==> src/rtl/rtc_cal_pkg.sv <==
package rtc_cal_pkg;

  // Adjustment request from control to datapath, valid for one whole second
  typedef struct packed {
    logic shortSec;  // drop one first-stage pulse
    logic longSec;   // stretch one first-stage period by half
  } calStrobe_t;

endpackage

==> src/rtl/rtc_cal_ctrl.sv <==
module rtc_cal_ctrl
  import rtc_cal_pkg::*;
#(
  parameter int CAL_W   = 5,
  parameter int CYCLE_W = 6
) (
  input  logic               clk,
  input  logic               rstN,
  input  logic [CAL_W-1:0]   calMag,
  input  logic               calPos,
  input  logic               minuteStrobe,
  input  logic               secTick,
  output calStrobe_t         adj,
  output logic [CYCLE_W-1:0] minuteIdx
);

  localparam int CMP_W = (CYCLE_W > CAL_W + 1) ? CYCLE_W : CAL_W + 1;

  logic [CYCLE_W-1:0] idxNext;
  logic [CMP_W-1:0]   idxExt;
  logic [CMP_W-1:0]   spanExt;
  logic               hitNext;
  logic               armed;
  logic               armedPos;
  logic               armNext;
  logic               posNext;

  // Minute k of the cycle is adjusted when k < 2 * magnitude
  always_comb begin
    idxNext = minuteIdx + CYCLE_W'(1);
    idxExt  = CMP_W'(idxNext);
    spanExt = CMP_W'({calMag, 1'b0});
    hitNext = idxExt < spanExt;
    armNext = minuteStrobe ? hitNext : armed;
    posNext = minuteStrobe ? calPos  : armedPos;
  end

  always_ff @(posedge clk or negedge rstN) begin
    if (!rstN) begin
      minuteIdx    <= '0;
      armed        <= 1'b0;
      armedPos     <= 1'b0;
      adj.shortSec <= 1'b0;
      adj.longSec  <= 1'b0;
    end else begin
      if (minuteStrobe) minuteIdx <= idxNext;
      if (secTick) begin
        // a new second starts: hand the pending request to the datapath
        adj.shortSec <= armNext && posNext;
        adj.longSec  <= armNext && !posNext;
        armed        <= 1'b0;
      end else if (minuteStrobe) begin
        armed    <= hitNext;
        armedPos <= calPos;
      end
    end
  end

endmodule

==> src/rtl/rtc_cal_datapath.sv <==
module rtc_cal_datapath
  import rtc_cal_pkg::*;
#(
  parameter int PRE_W     = 8,
  parameter int POST_W    = 7,
  parameter int TEST_LOG2 = 6
) (
  input  logic       clk,
  input  logic       rstN,
  input  logic       stopBit,
  input  calStrobe_t adj,
  output logic       secTick,
  output logic       testWave
);

  localparam int STAGE_W = PRE_W + 1;
  localparam logic [STAGE_W-1:0] STAGE_LAST     = STAGE_W'(2 ** PRE_W - 1);
  localparam logic [STAGE_W-1:0] STAGE_LAST_EXT = STAGE_W'(2 ** PRE_W + 2 ** (PRE_W - 1) - 1);
  localparam logic [POST_W-1:0]  SEC_LAST       = '1;
  localparam logic [POST_W-1:0]  SEC_LAST_SHORT = SEC_LAST - POST_W'(1);

  logic [STAGE_W-1:0] stageCnt;
  logic [POST_W-1:0]  secCnt;
  logic               stretchNow;
  logic               stageTerm;
  logic               secTerm;

  always_comb begin
    // the last first-stage period of a lengthened second runs 1.5 periods
    stretchNow = adj.longSec && (secCnt == SEC_LAST);
    stageTerm  = stageCnt == (stretchNow ? STAGE_LAST_EXT : STAGE_LAST);
    // a shortened second ends one stage pulse early
    secTerm    = stageTerm && (secCnt == (adj.shortSec ? SEC_LAST_SHORT : SEC_LAST));
  end

  always_ff @(posedge clk or negedge rstN) begin
    if (!rstN) begin
      stageCnt <= '0;
      secCnt   <= '0;
      secTick  <= 1'b0;
    end else begin
      secTick <= !stopBit && secTerm;
      if (!stopBit) begin
        stageCnt <= stageTerm ? '0 : stageCnt + STAGE_W'(1);
        if (stageTerm) secCnt <= secTerm ? '0 : secCnt + POST_W'(1);
      end
    end
  end

  // The extended period is a whole number of test periods, so this tap is untouched
  assign testWave = stageCnt[TEST_LOG2-1];

endmodule

==> src/rtl/rtc_cal_divider.sv <==
module rtc_cal_divider
  import rtc_cal_pkg::*;
#(
  parameter int PRE_W     = 8,
  parameter int POST_W    = 7,
  parameter int TEST_LOG2 = 6,
  parameter int CAL_W     = 5,
  parameter int CYCLE_W   = 6,
  parameter int CTRL_W    = 8
) (
  input  logic               clk,
  input  logic               rstN,
  input  logic               stopBit,
  input  logic [CTRL_W-1:0]  calByte,
  input  logic               minuteStrobe,
  output logic               secTick,
  output logic               testWave,
  output logic [CYCLE_W-1:0] minuteIdx
);

  calStrobe_t calStrobes;

  rtc_cal_ctrl #(
    .CAL_W  (CAL_W),
    .CYCLE_W(CYCLE_W)
  ) u_ctrl (
    .clk         (clk),
    .rstN        (rstN),
    .calMag      (calByte[CAL_W-1:0]),
    .calPos      (calByte[CAL_W]),
    .minuteStrobe(minuteStrobe),
    .secTick     (secTick),
    .adj         (calStrobes),
    .minuteIdx   (minuteIdx)
  );

  rtc_cal_datapath #(
    .PRE_W    (PRE_W),
    .POST_W   (POST_W),
    .TEST_LOG2(TEST_LOG2)
  ) u_dp (
    .clk     (clk),
    .rstN    (rstN),
    .stopBit (stopBit),
    .adj     (calStrobes),
    .secTick (secTick),
    .testWave(testWave)
  );

endmodule

==> config.mk <==
export PLATFORM = sky130hd
export DESIGN_NAME = rtc_cal_divider
export DESIGN_NICKNAME = d
export VERILOG_FILES = /design/src/rtl/rtc_cal_pkg.sv /design/src/rtl/rtc_cal_ctrl.sv /design/src/rtl/rtc_cal_datapath.sv /design/src/rtl/rtc_cal_divider.sv
export SDC_FILE = /design/constraint.sdc
export NUM_CORES = 1
export LEC_CHECK = 0
export BUFFER_PORTS_ARGS = -buffer_cell sky130_fd_sc_hd__buf_2
export CORE_MARGIN = 1.5
export CORE_UTILIZATION = 51
export CTS_CLUSTER_SIZE = 24
export DETAILED_ROUTE_END_ITERATION = 10
export PLACE_DENSITY = 0.87
export SLEW_MARGIN = 15
export SYNTH_ARGS = -nofsm -noshare
export SYNTH_HDL_FRONTEND = slang
export SYNTH_SLANG_ARGS = --single-unit
==> constraint.sdc <==
create_clock -name clk -period 2.2 [get_ports clk]
set_clock_uncertainty 0.2 [all_clocks]
set_input_delay 0 -clock clk [delete_from_list [all_inputs] [get_ports clk]]
set_output_delay 0 -clock clk [all_outputs]
set_load 0.01 [all_outputs]
==> flow_summary.json, run 1 <==
{
  "switching_share_pct": 37.6,
  "crit_path_start": "u_dp.secCnt[0]$_DFFE_PN0P_",
  "grt_busiest_layer": "met2",
  "gp_congestion": 0.836,
  "area_growth_pct": 28.3,
  "drv_cap": 0,
  "p_leak_nw": 0.824,
  "cts_max_path_buffers": 2,
  "antenna_found_initial": 0,
  "cp.required_ps": 2220,
  "cts.sinks": 27,
  "cts_max_level": 1,
  "final_cells": 227,
  "setup.worst_path.class": "reg -> reg",
  "crit_fanout": 9,
  "fp.dieArea_um2": 3210,
  "ios": 20,
  "yosysSeqAreaShare_pct": 46.0,
  "peakVddDrop_uv": 895,
  "initialDrtViolationCount": 46,
  "crit_path_start_kind": "register",
  "rsz0062_at_grt": "yes",
  "layout.nets": 216,
  "internal_power_mw": 1.06,
  "fmax_mhz": 464,
  "seqPwrFrac_pct": 43.7,
  "layout-drive-gt1-share_pct": 29.1,
  "async_reset_ff_share_pct": 100,
  "ys_types": 34,
  "clk_latency_ps": 340,
  "slew_headroom_pct": 46.0,
  "hold_start": "calByte[3]",
  "power_switching_mw": 0.637,
  "combPwrFrac_pct": 43.1,
  "grt_pass1_vias": 1266,
  "numPlacedInstances": 211,
  "end_kind": "register",
  "core_um2": 2730,
  "root_buffer": "clkbuf_4",
  "use_met2_pct": 35.9,
  "r2r-start": "u_dp.secCnt[0]$_DFFE_PN0P_",
  "cts_made_buffers": 3,
  "fillers": 193,
  "drt-total-wl_um": 3200,
  "yosys_register_bits": 27,
  "synthTopCellsByArea": "dfrtp_1, ha_1, xnor2_1, o21ai_0, nand2_1",
  "tightest_slew_ps": 804,
  "chipWidth_um": 56.7,
  "grt_max_degree": 17,
  "p_per_area_nw_per_um2": 899,
  "ant_nets": 0,
  "rows": 19,
  "port_buffers": 17,
  "min_path_type": "in -> reg",
  "start_util_pct": 53.8,
  "synth_edf_count": 0,
  "critical_path_arrival_ps": 2180,
  "synth_area_um2": 1470,
  "groute.usage.overall_pct": 20.7,
  "place_area_um2": 1670,
  "grt_pass1_wl_um": 5110,
  "synth_top_cell_by_area": "dfrtp_1",
  "setup_viol": 0,
  "fin_crit_sh_pct": 98.0,
  "wl_per_cell_um": 14.1,
  "ys_warn_count": 0,
  "vias_per_cell": 5.59,
  "ys.flop_type": "dfrtp_1",
  "cts_tree": "built",
  "drcViolationCount": 0,
  "status": "finished, final reports clean",
  "clk_pin_slew_ps": 160,
  "hold_viol": 0,
  "synth_top_area_share_pct": 46.0,
  "drt_pre_antenna_iters": 4,
  "drv_slew": 0,
  "grt_overflow": 0,
  "synth_cells": 154,
  "p_clk_share_pct": 13.2,
  "diodes": 0,
  "dieHeight_um": 56.7,
  "avgSynthCellArea_um2": 9.55,
  "fin_crit_ps": 2160,
  "met1_usage_pct": 24.3,
  "fin_area_um2": 1890,
  "syn_nets": 173,
  "vias": 1268,
  "dp_hpwl_um": 2100,
  "met3_usage_pct": 5.30
}
[layout by cell type, fill, tap and decap left out, types with 4 or more instances in the layout]
cell type,netlist,final
o21ai_1,1,5
dfrtp_1,27,27
buf_4,0,16
buf_2,1,17
ha_1,7,5
dlygate4sd3_1,0,8
nor2_1,14,14
o21ai_0,14,9
nand3_1,9,7
nand4_1,6,6
xor2_1,6,6
inv_1,8,8
nor3_1,4,4
nand2_1,14,14
xnor2_1,10,9
nand2b_1,5,5
[flip-flops by register name (all words and copies together), names as in the netlist]
signal	cells
u_ctrl.adj	2
u_dp.secTick	1
u_ctrl.armed	1
u_dp.secCnt	7
u_ctrl.minuteIdx	6
u_dp.stageCnt	9
u_ctrl.armedPos	1
[worst paths after layout]
check / endpoint / slack (ps) / depth (start not counted)
hold reg to reg: u_dp.stageCnt[4]$_DFFE_PN0N_ / 310 / 1
hold / removal: u_ctrl.armed$_DFF_PN0_ / 170 / 6
setup reg to reg: u_dp.secCnt[4]$_DFFE_PN0P_ / 40 / 9
max in group asynchronous: u_ctrl.minuteIdx[1]$_DFFE_PN0P_ / 770 / 3
setup / recovery: u_dp.secCnt[4]$_DFFE_PN0P_ / 40 / 9
min in group asynchronous: u_dp.secCnt[4]$_DFFE_PN0P_ / 520 / 3
[Yosys cell counts (4+ instances only)]
cell type,number
nand3_1,9
nor3_1,4
nor2_1,14
xor2_1,6
ha_1,7
nand2b_1,5
nand4_1,6
dfrtp_1,27
xnor2_1,10
nand2_1,14
o21ai_0,14
inv_1,8
[kinds of logic after synthesis]
group,after synthesis,share of synthesized area (%)
AO/OA/AOI/OAI,28,12.2
adder cells (fa/ha/maj),7,5.96
buffers and inverters,11,2.89
AND/OR/NAND/NOR,63,22.0
multiplexers,2,1.45
flip-flops,27,46.0
XOR/XNOR,16,9.53
[cell type report]
type	count	area (um^2)	share of cell area, %
multi-input combinational	116	827	43.8
sequential	27	676	35.8
timing repair buffer	41	285	15.1
tap	31	38.8	2.06
inverter	8	30.0	1.59
clock buffer	3	22.5	1.19
clock inverter	1	7.51	0.398
[through the flow]
stage	setup WS [ps]	power, mW	hold WS (ps)	setup TNS, ps	utilization, %
floorplan	-28.5	1.13	-496	-66.5	-
CTS	7.11	1.60	91.3	0	65.4
global placement	30.4	1.32	-168	0	61.2
global route	-52.7	1.82	234	-196	69.0
finish	44.1	1.70	171	0	69.0
detailed placement	-57.8	1.36	-159	-157	61.2
[critical path: stages (launching register included)]
cell and delay [ps]:
dfrtp_1 380, ha_2 180, nand4_1 190, nor4_4 350
buf_4 160, buf_4 90, o21ai_1 40, buf_4 180
o21ai_2 180, o31ai_4 90
[power by group through the flow]
stage,sequential [mW],combinational [mW],clock (mW)
6_report,0.742,0.732,0.223
5_1_grt,0.763,0.809,0.249
4_1_cts,0.734,0.630,0.235
3_5_place_dp,0.741,0.616,0
3_3_place_gp,0.736,0.581,0
2_1_floorplan,0.768,0.358,0
[routing by layer]
| layer | wire length [um] | part of all wire, % |
|---|---|---|
| met1 | 1380 | 43 |
| met5 | 0 | 0 |
| met3 | 124 | 3.9 |
| met4 | 29 | 0.91 |
| met2 | 1670 | 52 |
[timing repair]
| action | in CTS | in global routing |
|---|---|---|
| endpoints found under the hold margin | 50 | 0 |
| setup buffers | 0 | 4 |
| pin swaps | 0 | 6 |
| endpoints found under the setup margin | 5 | 9 |
| hold buffers | 8 | 0 |
| gates resized for setup | 1 | 18 |
Note: power is estimated with default switching activity, not from simulation.
==> run 2, diff against run 1 <==
==> constraint.sdc (replaced) <==
create_clock -name clk -period 2.2 [get_ports clk]
set_clock_uncertainty 0.2 [all_clocks]
set_input_delay 0.11 -clock clk [delete_from_list [all_inputs] [get_ports clk]]
set_output_delay 0.11 -clock clk [all_outputs]
set_load 0.01 [all_outputs]
==> run 2 against run 1 <==
Compared with the run above: utilization is 1.7 points lower; first-iteration DRC count rose by 50%; worst setup slack improved by 5.9 ps; critical path depth down 3; clock power is 6% lower; sequential power shrank 0.8%; critical path type unchanged; highest routed layer unchanged.
==> flow_summary.json, run 2 (synthesized netlist as in run 1, its figures left out) <==
{
  "ios": 20,
  "finalPower_mw": 1.66,
  "setup_ws_ps": 50.0,
  "cpPeakStageDelay_ps": 490,
  "vias": 1267,
  "drv_slew": 0,
  "ant_nets": 0,
  "seq_area_um2": 676,
  "r2r_cells": 6,
  "fmax_mhz": 465,
  "grt_max_degree": 28,
  "internal_power_mw": 1.05,
  "largest_reg_flops": 9,
  "rows": 19,
  "layout-drive-gt1-share_pct": 28.0,
  "multi_input_area_um2": 812,
  "p_per_area_nw_per_um2": 905,
  "cts_max_level": 1,
  "cts.sinks": 27,
  "gp_congestion": 0.808,
  "final_cell_mix": "dfrtp_1, buf_2, buf_4",
  "hold_ws_ps": 113,
  "layout_top_registers": "u_dp.stageCnt x9, u_dp.secCnt x7, u_ctrl.minuteIdx x6",
  "dieHeight_um": 56.7,
  "clk_latency_ps": 330,
  "groute.usage.overall_pct": 20.7,
  "status": "finished, final reports clean",
  "crit_path_start_kind": "register",
  "tightest_slew_ps": 591,
  "clk_pin_slew_ps": 150,
  "crit_fanout": 6,
  "fin_crit_ps": 2150,
  "vias_per_cell": 5.66,
  "start_util_pct": 53.8,
  "regMostFlops": "u_dp.stageCnt",
  "diodes": 0,
  "drcViolationCount": 0,
  "layout.nets": 213,
  "core_um2": 2730,
  "place_area_um2": 1670,
  "switching_share_pct": 37.0,
  "rsz0062_at_grt": "yes",
  "seqPwrFrac_pct": 44.2,
  "drt_pre_antenna_iters": 4,
  "power_switching_mw": 0.616,
  "area_growth_pct": 25.1,
  "cts_tree": "built",
  "port_buffers": 17,
  "fin_crit_sh_pct": 97.7,
  "end_kind": "register",
  "min_path_type": "in -> async",
  "layout_commonest_cell": "dfrtp_1",
  "wl_per_cell_um": 14.3,
  "fin_util_pct": 67.3,
  "root_buffer": "clkbuf_4",
  "crit_slowest_cell": "or4_4",
  "drt-total-wl_um": 3210,
  "setup.worst_path.class": "reg -> reg",
  "hold_viol": 0,
  "fillers": 199,
  "cp.required_ps": 2230,
  "setup_viol": 0,
  "initialDrtViolationCount": 69,
  "drv_cap": 0,
  "cts_max_path_buffers": 2,
  "combPwrFrac_pct": 43.2,
  "p_clk_share_pct": 12.6,
  "fp.dieArea_um2": 3210,
  "p_leak_nw": 0.807,
  "grt_overflow": 0,
  "grt_pass1_wl_um": 5170,
  "antenna_found_initial": 0,
  "critical_path_arrival_ps": 2180,
  "grt_pass1_vias": 1233,
  "dp_slack_ps": -110,
  "dp_hpwl_um": 2270,
  "peakVddDrop_uv": 962,
  "cts_made_buffers": 3,
  "critical_path.cell_chain": "ha_2 -> nand4_1 -> nor4_4 -> nor2_2 -> or4_4 -> o31ai_4",
  "chipWidth_um": 56.7,
  "fin_area_um2": 1840,
  "slew_headroom_pct": 60.6
}
==> run 2: cell type report <==
cell class	instances	share of cell area (%)
multi-input cells	116	44.1
repair buffers	38	13.9
clock inverters	1	0.272
inverters	8	1.63
well taps	31	2.11
flip-flops and latches	27	36.7
clock buffers	3	1.22
==> run 2: path summary, 6_finish.rpt <==
check                                                  start                               to  slack (ps)
min in group clk                                  calByte[4]           u_ctrl.armed$_DFF_PN0_         310
worst max register to register    u_dp.secCnt[1]$_DFFE_PN0P_       u_dp.secCnt[4]$_DFFE_PN0P_          50
max in group asynchronous                               rstN  u_ctrl.minuteIdx[5]$_DFFE_PN0P_        1300
worst max-delay path              u_dp.secCnt[1]$_DFFE_PN0P_       u_dp.secCnt[4]$_DFFE_PN0P_          50
worst min register to register  u_dp.stageCnt[4]$_DFFE_PN0N_     u_dp.stageCnt[4]$_DFFE_PN0N_         310
worst min-delay path                                    rstN     u_dp.stageCnt[8]$_DFFE_PN0N_         110
==> run 2: critical path, delay by kind of cell, from the launching register on <==
kind | cells | cell delay (ps)
and+or+nand+nor | 4 | 1070
DFF | 1 | 390
AOI/OAI and AO/OA | 1 | 210
adders and majority gates | 1 | 180
==> run 2: routing by layer <==
metal  track usage, %  share of wire (%)  vias up
li1                 -                  -      616
met1             25.1                 42      599
met2             37.5                 52       48
met3             2.07                4.6        4
met4             7.82               0.97        0
met5                0                  0        -
==> run 2: power by group through the flow <==
stage                     Clock, mW  Combinational [mW]  Sequential (mW)
after floorplan                   0               0.358            0.768
after global routing          0.237               0.791            0.754
after detailed placement          0               0.622            0.747
after global placement            0               0.582            0.734
after CTS                     0.221               0.666            0.737
final                         0.210               0.719            0.736
==> run 2: metrics by stage <==
stage          TNS [ps]  instances
2_1_floorplan     -66.5        154
3_3_place_gp          0        211
3_5_place_dp       -327        211
4_1_cts               0        222
5_1_grt            -180        224
6_report              0        224
==> run 2: repair_timing <==
action	4_1_cts	5_1_grt
pin swaps	1	6
endpoints found under the hold margin	39	0
cloned	0	0
resized for setup	4	8
setup endpoints to repair	7	8
setup buffers	2	2
hold buffers	5	0
==> run 3, diff against run 2 <==
- CORE_ASPECT_RATIO: not set -> 1.2
- CORE_UTILIZATION: 51 -> 45
- PLACE_DENSITY: 0.87 -> 0.79
==> run 3 against run 2 <==
Compared with the run above: register-to-register slack improved by 20 ps; hold slack got worse by 20 ps; flip-flop and latch count is the same; cell area decreased by 0.27%; largest power group unchanged; via count rose by 0.16%; die area up 13%; clock-buffer cell count stayed put; critical path depth up 1; clock power grew 2%.
==> flow_summary.json, run 3 (synthesized netlist as in run 1, its figures left out) <==
{
  "slew_headroom_pct": 60.0,
  "initialDrtViolationCount": 33,
  "layout_top_registers": "u_dp.stageCnt x9, u_dp.secCnt x7, u_ctrl.minuteIdx x6",
  "place_area_um2": 1680,
  "gp_congestion": 0.723,
  "chipWidth_um": 55.2,
  "min_path_type": "in -> async",
  "routed.top_layer": "met4",
  "hold_ws_ps": 92.7,
  "dr_wl_met2_um": 1690,
  "cp.required_ps": 2230,
  "drcViolationCount": 0,
  "fmax_mhz": 469,
  "p_clk_share_pct": 12.9,
  "fin_area_um2": 1830,
  "cts_made_buffers": 3,
  "grt_max_degree": 28,
  "peakVddDrop_uv": 881,
  "regMostFlops": "u_dp.stageCnt",
  "cp.buffers_inverters": 0,
  "fillers": 262,
  "drv_slew": 0,
  "fp.dieArea_um2": 3620,
  "crit_path_start_kind": "register",
  "p_leak_nw": 0.805,
  "cts_max_level": 1,
  "crit_fanout": 4,
  "antenna_found_initial": 0,
  "setup_viol": 0,
  "port_buffers": 17,
  "seqPwrFrac_pct": 44.6,
  "area_growth_pct": 24.8,
  "dp_hpwl_um": 2290,
  "status": "finished, final reports clean",
  "cts_tree": "built",
  "hold_viol": 0,
  "layout.nets": 213,
  "largest_reg_flops": 9,
  "tns_ps": 0,
  "switching_share_pct": 37.2,
  "grt_pass1_vias": 1216,
  "end_kind": "register",
  "clk_pin_slew_ps": 140,
  "critical_path.cell_chain": "nand3_2 -> nor2_1 -> xor2_1 -> ha_1 -> a211oi_2 -> a21oi_2 -> o41ai_2",
  "cpPeakStageDelay_ps": 440,
  "layout_commonest_cell": "dfrtp_1",
  "ant_nets": 0,
  "groute.usage.overall_pct": 19.2,
  "cts_max_path_buffers": 2,
  "crit_family": "compound AO/OA/AOI/OAI gates",
  "vias_per_cell": 5.54,
  "final_cell_mix": "dfrtp_1, buf_2, buf_4",
  "wl_per_cell_um": 13.7,
  "core_um2": 3080,
  "grt_pass1_wl_um": 5060,
  "internal_power_mw": 1.05,
  "layout-drive-gt1-share_pct": 28.0,
  "critical_path_arrival_ps": 2160,
  "start_util_pct": 47.7,
  "rows": 22,
  "ios": 20,
  "combPwrFrac_pct": 42.5,
  "cts.sinks": 27,
  "dieHeight_um": 65.6,
  "rsz0062_at_grt": "yes",
  "diodes": 0,
  "vias": 1269,
  "dr_wl_met3_um": 109,
  "crit_slowest_cell": "dfrtp_1",
  "setup.worst_path.class": "reg -> reg",
  "drt-total-wl_um": 3140,
  "tightest_slew_ps": 601,
  "root_buffer": "clkbuf_4",
  "fin_crit_ps": 2130,
  "p_per_area_nw_per_um2": 907,
  "power_switching_mw": 0.618,
  "wl_met1_um": 1280,
  "grt_overflow": 0,
  "clk_latency_ps": 330,
  "fin_crit_sh_pct": 97.0,
  "drt_pre_antenna_iters": 4,
  "drv_cap": 0
}
-- run 3: power groups by stage --
stage	combinational [mW]	sequential [mW]	clock [mW]
2_1_floorplan	0.358	0.768	0
3_3_place_gp	0.590	0.734	0
3_5_place_dp	0.622	0.748	0
4_1_cts	0.677	0.733	0.224
5_1_grt	0.785	0.762	0.238
6_report	0.708	0.742	0.215
-- run 3: area by class of cell --
| cell class | instances | area (um^2) | area share, % |
|---|---|---|---|
| inverters | 8 | 30.0 | 1.64 |
| repair buffers | 38 | 255 | 13.9 |
| well taps | 36 | 45.0 | 2.46 |
| clock inverters | 1 | 5.00 | 0.273 |
| flip-flops and latches | 27 | 676 | 36.8 |
| multi-input cells | 116 | 801 | 43.7 |
| clock buffers | 3 | 22.5 | 1.23 |
-- run 3: worst register-to-register path, delay by kind of cell (launching register included) --
family	cells	cell delay, ps
flip-flops	1	440
adder cells (fa/ha/maj)	1	290
AO/OA/AOI/OAI	3	660
AND/OR/NAND/NOR	2	250
XOR/XNOR	1	200
-- run 3: worst paths after layout --
| kind | from | to | slack, ps | cells past startpoint |
|---|---|---|---|---|
| max in group asynchronous | rstN | u_ctrl.minuteIdx[2]$_DFFE_PN0P_ | 1320 | 2 |
| min in group clk | calByte[4] | u_ctrl.armed$_DFF_PN0_ | 190 | 6 |
| max reg2reg | u_ctrl.minuteIdx[1]$_DFFE_PN0P_ | u_ctrl.adj[1]$_DFFE_PN0P_ | 70 | 7 |
| max | u_ctrl.minuteIdx[1]$_DFFE_PN0P_ | u_ctrl.adj[1]$_DFFE_PN0P_ | 70 | 7 |
| min | rstN | u_dp.secCnt[2]$_DFFE_PN0P_ | 90 | 2 |
| min reg2reg | u_dp.stageCnt[4]$_DFFE_PN0N_ | u_dp.stageCnt[4]$_DFFE_PN0N_ | 310 | 1 |
-- run 3: repair_timing --
| item | CTS | global route |
|---|---|---|
| hold buffers | 5 | 0 |
| setup endpoints to repair | 7 | 9 |
| endpoints found under the hold margin | 38 | 0 |
| pin swaps | 2 | 5 |
| resized for setup | 4 | 6 |
| setup buffers | 3 | 1 |
-- run 3: per-layer routing --
layer,GRT usage [%],vias up
li1,-,620
met1,22.2,611
met2,34.1,33
met3,2.05,5
met4,8.84,0
met5,0,-
-- run 3: metrics by stage --
stage | util [%] | cells | power (mW) | worst slack [ps]
2_1_floorplan | - | 154 | 1.13 | -28.5
3_3_place_gp | 54.5 | 216 | 1.32 | -6.18
3_5_place_dp | 54.5 | 216 | 1.37 | -106
4_1_cts | 58.4 | 228 | 1.63 | 12.9
5_1_grt | 59.5 | 229 | 1.78 | -11.2
6_report | 59.5 | 229 | 1.66 | 66.5
